--- src/rtl/otg_oneshot_timer.sv ---
module otg_oneshot_timer #(
  parameter int DATA_W = 32,
  parameter int CNT_W  = 27,
  parameter int ARM_POS = 31
) (
  input  logic              clk,
  input  logic              rst_n,
  input  logic              wr_en,
  input  logic [DATA_W-1:0] wr_data,
  input  logic              tick,
  output logic [DATA_W-1:0] rd_data,
  output logic              timeout
);
  localparam logic [CNT_W-1:0] ONE = CNT_W'(1);

  logic [DATA_W-1:0] word_q;
  logic [CNT_W-1:0]  left_q;
  logic              armed_q;
  logic              fire_q;

  wire last_tick = (left_q <= ONE);
  wire advance   = armed_q & tick & ~wr_en;
  wire expire    = advance & last_tick;

  always_ff @(posedge clk) begin
    if (!rst_n) begin
      word_q  <= '0;
      left_q  <= '0;
      armed_q <= 1'b0;
      fire_q  <= 1'b0;
    end else begin
      fire_q <= expire;
      if (wr_en) begin
        word_q  <= wr_data;
        armed_q <= wr_data[ARM_POS];
        left_q  <= wr_data[CNT_W-1:0];
      end else if (expire) begin
        word_q  <= '0;
        armed_q <= 1'b0;
      end else if (advance) begin
        left_q  <= left_q - ONE;
      end
    end
  end

  assign rd_data = word_q;
  assign timeout = fire_q;
endmodule

--- config.mk ---
export PLATFORM = sky130hd
export DESIGN_NAME = otg_oneshot_timer
export DESIGN_NICKNAME = d
export VERILOG_FILES = /design/src/rtl/otg_oneshot_timer.sv
export SDC_FILE = /design/constraint.sdc
export NUM_CORES = 1
export LEC_CHECK = 0
export BUFFER_PORTS_ARGS = -buffer_cell sky130_fd_sc_hd__buf_2
export CORE_MARGIN = 2
export CORE_UTILIZATION = 45
export DETAILED_ROUTE_END_ITERATION = 12
export PLACE_DENSITY = 0.79
export SLEW_MARGIN = 40
export SYNTH_ARGS = -nofsm -noshare
export SYNTH_HDL_FRONTEND = slang
export SYNTH_SLANG_ARGS = --single-unit
--- constraint.sdc ---
create_clock -name clk -period 4.3 [get_ports clk]
set_clock_uncertainty 0.1 [all_clocks]
set_input_delay 0.645 -clock clk [delete_from_list [all_inputs] [get_ports clk]]
set_output_delay 0.645 -clock clk [all_outputs]
set_load 0.05 [all_outputs]
==> impl_metrics.env, run 1 <==
export IMPL_outcome="completed"
export IMPL_antenna_cells=0
export IMPL_vdd_drop_max_mv=0.260
export IMPL_rr_worst_depth=5
export IMPL_grt_antenna_before_repair=0
export IMPL_ys_flop_type="dfxtp_1"
export IMPL_synth_most_common_cell="dfxtp_1"
export IMPL_viasPerCell=6.01
export IMPL_worstPathArrival_ns=3.30
export IMPL_area_growth_pct=17.8
export IMPL_gr_usage_all_layers_pct=20.5
export IMPL_die_h_um=85.0
export IMPL_crit_family="simple AND/OR/NAND/NOR gates"
export IMPL_cp_slowest_cell="or4_1"
export IMPL_max_slew_margin_rel_pct=43.7
export IMPL_drc_errors=0
export IMPL_yosys_area_top_type="dfxtp_1"
export IMPL_r2r_end="left_q[18]"
export IMPL_synth_edff_count=0
export IMPL_rows=29
export IMPL_grt_pass1_wl_um=11900
export IMPL_cts_root_buffer="clkbuf_8"
export IMPL_place_congestion=0.891
export IMPL_fill_cells=604
export IMPL_post_cts_buffers=0
export IMPL_dp_hpwl_um=5010
export IMPL_path_class="flip-flop to flip-flop"
export IMPL_min_path_type="flip-flop to flip-flop"
export IMPL_grt_busiest_layer="met2"
export IMPL_first_pass_iters=5
export IMPL_end_kind="flip-flop"
export IMPL_cts_resized=0
export IMPL_num_nets_final=440
export IMPL_yosys_register_bits=60
export IMPL_met1_usage_pct=28.9
export IMPL_clk_latency_ns=0.34
export IMPL_path_cells="or4_1 -> nor4b_4 -> or3b_4 -> nand3_1 -> o21ai_0"
export IMPL_clkTransAtPathRegs_ns=0.06
export IMPL_gr_total_overflow=0
export IMPL_hold_buffers=0
export IMPL_period_needed_ns=3.21
export IMPL_crit_cells=5
export IMPL_cp_required_ns=4.39
export IMPL_fp_dieW_um=85.0
export IMPL_final_antenna_net_count=0
export IMPL_r2r_start="left_q[4]"
export IMPL_grt_pass1_vias=2438
export IMPL_leakagePower_nw=1.41
export IMPL_io_pins=69
export IMPL_cp_max_fo=20
export IMPL_io_buffers=68
export IMPL_synth_top_area_share_pct=40.6
export IMPL_cts_made_buffers=9
export IMPL_slowest_delay_ns=0.78
export IMPL_drt_total_wl_um=7450
export IMPL_cts_tree="done"
export IMPL_synth_area_leaders="dfxtp_1 (41%), a22oi_1 (5.3%), nand2_1 (4.8%)"
export IMPL_finalSetupTns_ns=0
export IMPL_synthCells=352
export IMPL_clock_sinks=60
export IMPL_setup_viol=0
export IMPL_powerDensity_nw_per_um2=417
export IMPL_rrSetupSlack_ns=1.09
export IMPL_crit_buf_inv=0
export IMPL_postSynthAreaPerCell_um2=8.40
export IMPL_fin_ws_ns=1.09
export IMPL_yosysSeqAreaShare_pct=40.6
export IMPL_use_met2_pct=30.4
export IMPL_dp_slack_ns=1.16
export IMPL_finalMaxSlewViolations=0
export IMPL_cp_endpoint="left_q[18]"
export IMPL_crit_start="left_q[4]"
export IMPL_drt_iter0_markers=313
export IMPL_hold_viol=0
export IMPL_startpoint_type="flip-flop"
export IMPL_initial_core_util_pct=46.5
export IMPL_yosysUniqueCellTypes=45
export IMPL_drive_above_1_share_pct=23.5
export IMPL_ys_warnings_count=0
export IMPL_cts_path_max_buffers=2
export IMPL_wl_per_cell_um=15.5
export IMPL_synth_cell_area_um2=2960
export IMPL_grt_max_degree=82
export IMPL_vias=2895
export IMPL_htreeDepth=3
export IMPL_async_reset_ff_share_pct=0
export IMPL_tightest_slew_ns=0.837
export IMPL_timing_fmax_ghz=0.312
export IMPL_syn_nets=390
export IMPL_die_area_um2=7230
export IMPL_rsz0062_at_grt="no"
export IMPL_core_area_um2=6350
export IMPL_met3_usage_pct=3.70
export IMPL_yosys_top_cells_count="dfxtp_1 (60), nand2_1 (38), clkbuf_1 (26)"
export IMPL_maxCapViolCount=0
export IMPL_min_from="rd_data[4]"
export IMPL_fin_crit_sh_pct=74.6
flip-flops by register name, summed over array words and instances, names as in the netlist:
register  count
left_q       27
rd_data      32
timeout       1
routing by layer:
| metal | share of wire (%) | vias to the layer above |
|---|---|---|
| met1 | 46 | 1349 |
| met3 | 7.5 | 12 |
| met5 | 0 | - |
| met2 | 45 | 117 |
| li1 | - | 1417 |
| met4 | 1.7 | 0 |
per-stage QoR:
step	util, %	hold slack [ns]	total power [W]	cell area [um2]	cells
2_1_floorplan	-	0.346	0.000859	2960	352
3_3_place_gp	51.4	0.346	0.000924	3270	468
3_5_place_dp	51.5	0.356	0.000932	3270	468
4_1_cts	54.8	0.364	0.00146	3480	482
5_1_grt	54.8	0.378	0.00151	3480	482
6_report	54.8	0.360	0.00145	3480	482
worst reg2reg max path, cell delays in order (launching register included):
cell     delay [ns]
dfxtp_1        0.38
or4_1          0.78
nor4b_4        0.52
or3b_4         0.56
nand3_1        0.53
o21ai_0        0.20
power breakdown:
part	switching (W)	internal (W)	leakage (nW)
sequential	0.0000284	0.000591	0.494
clock	0.000205	0.000324	0.108
combinational	0.000206	0.0000982	0.808
worst min-delay path by stage:
stage / depth (start not counted) / endpoint
after floorplan: 2 / left_q[26]
after global placement: 2 / rd_data[4]
after detailed placement: 2 / rd_data[4]
after CTS: 2 / rd_data[4]
after global routing: 2 / rd_data[22]
final: 2 / rd_data[4]
area by class of cell:
cell class | instances | area, um2 | area share [%]
sequential | 60 | 1200 | 34.5
multi-input combinational | 256 | 1600 | 45.9
clock inverter | 1 | 30.0 | 0.863
inverter | 4 | 15.0 | 0.431
tap | 77 | 96.3 | 2.77
timing repair buffer | 71 | 363 | 10.4
clock buffer | 13 | 179 | 5.14
kinds of logic (layout without fill, tap and decap cells):
family,count (synthesis),in the layout,synth area share (%)
buf+inv,36,89,5.55
flops,60,60,40.6
simple gates,132,132,24.0
mux,1,1,0.339
compound gates,121,121,28.7
fa+ha+maj,2,2,0.847
cell usage in the layout, fill, tap and decap left out, types with 6 or more instances in the layout:
| cell | n |
|---|---|
| o21ai_0 | 23 |
| nor2_1 | 17 |
| buf_2 | 68 |
| nand2_1 | 38 |
| a22oi_1 | 21 |
| nor4_1 | 9 |
| nor2b_1 | 17 |
| clkbuf_8 | 13 |
| a31oi_1 | 6 |
| a21boi_0 | 16 |
| nor3_1 | 13 |
| o211ai_1 | 14 |
| a32o_1 | 8 |
| a21oi_1 | 14 |
| nand3_1 | 11 |
| dfxtp_1 | 60 |
No activity file was read; power rests on OpenSTA's default activity.
==> inputs of run 2 (changes only) <==
==> constraint.sdc (replaced) <==
create_clock -name clk -period 3 [get_ports clk]
set_clock_uncertainty 0.1 [all_clocks]
set_input_delay 0.45 -clock clk [delete_from_list [all_inputs] [get_ports clk]]
set_output_delay 0.45 -clock clk [all_outputs]
set_load 0.05 [all_outputs]
==> impl_metrics.env, run 2 (synthesis gave the netlist of run 1 again) <==
export IMPL_tightest_slew_ns=0.620
export IMPL_cts_resized=0
export IMPL_vdd_drop_max_mv=0.374
export IMPL_met2_length_um=3610
export IMPL_area_growth_pct=20.4
export IMPL_fp_dieW_um=85.0
export IMPL_cts_made_buffers=9
export IMPL_slowest_delay_ns=0.80
export IMPL_fin_crit_sh_pct=90.7
export IMPL_powerDensity_nw_per_um2=604
export IMPL_max_slew_margin_rel_pct=58.3
export IMPL_finalSetupTns_ns=0
export IMPL_crit_family="simple AND/OR/NAND/NOR gates"
export IMPL_gr_usage_all_layers_pct=22.9
export IMPL_cp_slowest_cell="or4_1"
export IMPL_fin_ws_ns=0.279
export IMPL_first_pass_iters=5
export IMPL_die_area_um2=7230
export IMPL_finalMaxSlewViolations=0
export IMPL_vias=2925
export IMPL_post_route_util_pct=56.0
export IMPL_die_h_um=85.0
export IMPL_io_buffers=68
export IMPL_min_path_type="input port to flip-flop"
export IMPL_hold_viol=0
export IMPL_rr_worst_depth=5
export IMPL_io_pins=69
export IMPL_gr_total_overflow=0
export IMPL_drt_total_wl_um=8070
export IMPL_timing_fmax_ghz=0.367
export IMPL_grt_max_degree=52
export IMPL_cp_max_fo=20
export IMPL_num_nets_final=450
export IMPL_crit_buf_inv=0
export IMPL_rrSetupSlack_ns=0.28
export IMPL_antenna_cells=0
export IMPL_worstPathArrival_ns=2.87
export IMPL_final_common_cell="buf_2"
export IMPL_outcome="completed"
export IMPL_dp_slack_ns=0.322
export IMPL_routed_wl_met3_um=553
export IMPL_grt_pass1_wl_um=13100
export IMPL_maxCapViolCount=0
export IMPL_grt_pass1_vias=2734
export IMPL_setup_viol=0
export IMPL_holdPathEnd="rd_data[31]"
export IMPL_leakagePower_nw=1.46
export IMPL_path_class="flip-flop to flip-flop"
export IMPL_r2r_start="left_q[4]"
export IMPL_min_from="wr_data[31]"
export IMPL_startpoint_type="flip-flop"
export IMPL_wl_per_cell_um=16.3
export IMPL_core_area_um2=6350
export IMPL_end_kind="flip-flop"
export IMPL_clock_sinks=60
export IMPL_post_cts_buffers=0
export IMPL_hold_buffers=0
export IMPL_drt_iter0_markers=379
export IMPL_top_layer="met4"
export IMPL_cp_required_ns=3.14
export IMPL_final_cell_mix="buf_2 (68), dfxtp_1 (60), nand2_1 (38), o21ai_0 (23), a22oi_1 (21)"
export IMPL_r2r_end="left_q[3]"
export IMPL_hold_path_depth=3
export IMPL_path_cells="or4_1 -> nor4b_4 -> or3b_4 -> and3_4 -> a32o_1"
export IMPL_fill_cells=569
export IMPL_clkTransAtPathRegs_ns=0.06
export IMPL_rsz0062_at_grt="no"
export IMPL_viasPerCell=5.92
export IMPL_rows=29
export IMPL_final_antenna_net_count=0
export IMPL_clk_latency_ns=0.36
export IMPL_wl_met1_um=3750
export IMPL_drc_errors=0
export IMPL_initial_core_util_pct=46.5
export IMPL_cts_tree="done"
export IMPL_dp_hpwl_um=5430
export IMPL_drive_above_1_share_pct=25.2
export IMPL_cts_root_buffer="clkbuf_8"
export IMPL_largest_reg_flops=32
export IMPL_place_congestion=0.913
export IMPL_period_needed_ns=2.72
export IMPL_grt_antenna_before_repair=0
export IMPL_htreeDepth=3
export IMPL_cts_path_max_buffers=2
## run 2: final cells by class
class	instances	area (um2)	share of cell area [%]
Sequential cell	60	1200	33.8
Tap cell	77	96.3	2.71
Multi-Input combinational cell	256	1590	44.7
Inverter	4	15.0	0.422
Timing Repair Buffer	81	438	12.3
Clock inverter	5	75.1	2.11
Clock buffer	11	141	3.97
## run 2: worst max path at each step
stage / startpoint / endpoint / cells after the start
after floorplan: left_q[16] / left_q[24] / 8
after global placement: left_q[4] / left_q[9] / 5
after detailed placement: left_q[4] / left_q[5] / 5
after CTS: left_q[4] / left_q[5] / 5
after global routing: left_q[4] / left_q[3] / 5
final: left_q[4] / left_q[3] / 5
## run 2: metrics by stage
step / hold slack [ns] / power [W] / area, um2 / cells
finish: 0.248 / 0.00215 / 3560 / 494
global route: 0.261 / 0.00223 / 3560 / 494
CTS: 0.246 / 0.00215 / 3560 / 494
detailed placement: 0.356 / 0.00135 / 3340 / 478
global placement: 0.347 / 0.00134 / 3340 / 478
floorplan: 0.346 / 0.00123 / 2960 / 352
## run 2: power by group
| group | internal [W] | switching, W | total [W] |
|---|---|---|---|
| combinational | 0.000149 | 0.000304 | 0.000453 |
| clock | 0.000486 | 0.000322 | 0.000808 |
| sequential | 0.000847 | 0.0000414 | 0.000888 |
| total | 0.00148 | 0.000668 | 0.00215 |
## run 2: worst min-delay path, cell delays in order
cell and delay, ns:
buf_2 0.09, nand2_1 0.05, a21boi_0 0.06
## run 2: routing by layer
layer	vias to the layer above	global-route usage [%]
met3	12	5.54
li1	1435	-
met5	-	0
met2	127	34.7
met4	0	11.0
met1	1351	30.6
==> inputs of run 3 (changes only) <==
--- a/config.mk
+++ b/config.mk
@@ -10,6 +10,8 @@
 export CORE_UTILIZATION = 45
 export DETAILED_ROUTE_END_ITERATION = 12
 export PLACE_DENSITY = 0.79
+export REMOVE_ABC_BUFFERS = 1
+export SKIP_CTS_REPAIR_TIMING = 1
 export SLEW_MARGIN = 40
 export SYNTH_ARGS = -nofsm -noshare
 export SYNTH_HDL_FRONTEND = slang
==> impl_metrics.env, run 3 (synthesis gave the netlist of run 1 again) <==
export IMPL_outcome="completed"
export IMPL_path_cells="or4_1 -> nor4b_4 -> or3b_4 -> nand3_1 -> buf_4 -> o21ai_0"
export IMPL_gr_total_overflow=0
export IMPL_crit_family="simple AND/OR/NAND/NOR gates"
export IMPL_io_buffers=68
export IMPL_path_class="flip-flop to flip-flop"
export IMPL_max_slew_margin_rel_pct=52.4
export IMPL_final_antenna_net_count=0
export IMPL_antenna_cells=0
export IMPL_clk_latency_ns=0.35
export IMPL_maxCapViolCount=0
export IMPL_slowest_delay_ns=0.63
export IMPL_cp_slowest_cell="or4_1"
export IMPL_dp_hpwl_um=5640
export IMPL_gr_usage_all_layers_pct=23.3
export IMPL_drive_above_1_share_pct=25.4
export IMPL_rr_worst_depth=6
export IMPL_io_pins=69
export IMPL_min_path_type="input port to flip-flop"
export IMPL_largest_reg_flops=32
export IMPL_viasPerCell=6.02
export IMPL_fin_cells=495
export IMPL_fp_dieW_um=85.0
export IMPL_first_pass_iters=5
export IMPL_post_place_cells=479
export IMPL_crit_buf_inv=1
export IMPL_final_common_cell="buf_2"
export IMPL_initial_core_util_pct=46.5
export IMPL_rsz0062_at_grt="no"
export IMPL_worstPathArrival_ns=2.80
export IMPL_leakagePower_nw=1.46
export IMPL_clkTransAtPathRegs_ns=0.07
export IMPL_cts_path_max_buffers=2
export IMPL_place_congestion=0.955
export IMPL_wl_per_cell_um=16.5
export IMPL_end_kind="flip-flop"
export IMPL_cts_root_buffer="clkbuf_8"
export IMPL_vdd_drop_max_mv=0.343
export IMPL_rows=29
export IMPL_fin_crit_sh_pct=89.2
export IMPL_period_needed_ns=2.68
export IMPL_grt_max_degree=43
export IMPL_crit_cells=6
export IMPL_cp_max_fo=20
export IMPL_drc_errors=0
export IMPL_final_cell_mix="buf_2 (68), dfxtp_1 (60), nand2_1 (38), o21ai_0 (23), a22oi_1 (21)"
export IMPL_htreeDepth=3
export IMPL_finalMaxSlewViolations=0
export IMPL_stdcell_area_um2=3570
export IMPL_cts_made_buffers=9
export IMPL_cts_tree="done"
export IMPL_timing_fmax_ghz=0.374
export IMPL_p_total_w=0.00215
export IMPL_placed_cell_area_um2=3350
export IMPL_hold_path_depth=3
export IMPL_grt_pass1_vias=2825
export IMPL_drt_total_wl_um=8180
export IMPL_drt_iter0_markers=259
export IMPL_core_area_um2=6350
export IMPL_tightest_slew_ns=0.708
export IMPL_setup_viol=0
export IMPL_clock_sinks=60
export IMPL_finalSetupTns_ns=0
export IMPL_powerDensity_nw_per_um2=602
export IMPL_startpoint_type="flip-flop"
export IMPL_area_growth_pct=20.8
export IMPL_die_area_um2=7230
export IMPL_hold_viol=0
export IMPL_grt_antenna_before_repair=0
export IMPL_post_route_util_pct=56.2
export IMPL_die_h_um=85.0
export IMPL_vias=2982
export IMPL_cp_required_ns=3.13
export IMPL_grt_pass1_wl_um=13400
export IMPL_num_nets_final=451
-- run 3: cell types whose count changed in the layout (fill, tap and decap cells not counted), sizes merged --
cell	delta
clkinvlp	+1
buf	+1
bufinv	-1
clkinv	-2
clkbuf	+2
-- run 3: metal layers --
| layer | GRT usage (%) | share of wire, % |
|---|---|---|
| met2 | 38.5 | 47 |
| met3 | 3.50 | 5.8 |
| met5 | 0 | 0 |
| met4 | 10.7 | 2.4 |
| met1 | 30.0 | 44 |
-- run 3: power by group --
group | leakage (nW) | switching, W | total (W) | internal [W]
registers | 0.494 | 0.0000414 | 0.000888 | 0.000847
logic | 0.860 | 0.000305 | 0.000461 | 0.000156
clock network | 0.112 | 0.000327 | 0.000800 | 0.000473
total | 1.46 | 0.000673 | 0.00215 | 0.00148
-- run 3: final cells by class --
cell class	instances	area (um2)
Tap cell	77	96.3
Sequential cell	60	1200
Multi-Input combinational cell	256	1590
Timing Repair Buffer	82	445
Inverter	4	15.0
Clock buffer	13	179
Clock inverter	3	42.5
Fill cell	609	2780
-- run 3: path summary, 6_finish.rpt --
| path | startpoint | slack (ns) | endpoint |
|---|---|---|---|
| setup reg to reg | left_q[4] | 0.32 | left_q[16] |
| hold / removal | wr_data[29] | 0.26 | rd_data[29] |
| hold reg to reg | rd_data[4] | 0.36 | rd_data[4] |
| setup / recovery | left_q[4] | 0.32 | left_q[16] |
-- run 3: worst reg2reg max path, stage by stage (launching register included) --
cell and delay (ns):
dfxtp_1 0.37, or4_1 0.63, nor4b_4 0.41, or3b_4 0.56, nand3_1 0.18, buf_4 0.19
o21ai_0 0.11
-- run 3: stage by stage --
step / setup slack, ns / hold slack, ns
final: 0.325 / 0.265
after global routing: 0.198 / 0.280
after CTS: 0.360 / 0.255
after detailed placement: 0.373 / 0.356
after floorplan: 0.124 / 0.346
after global placement: 0.393 / 0.347
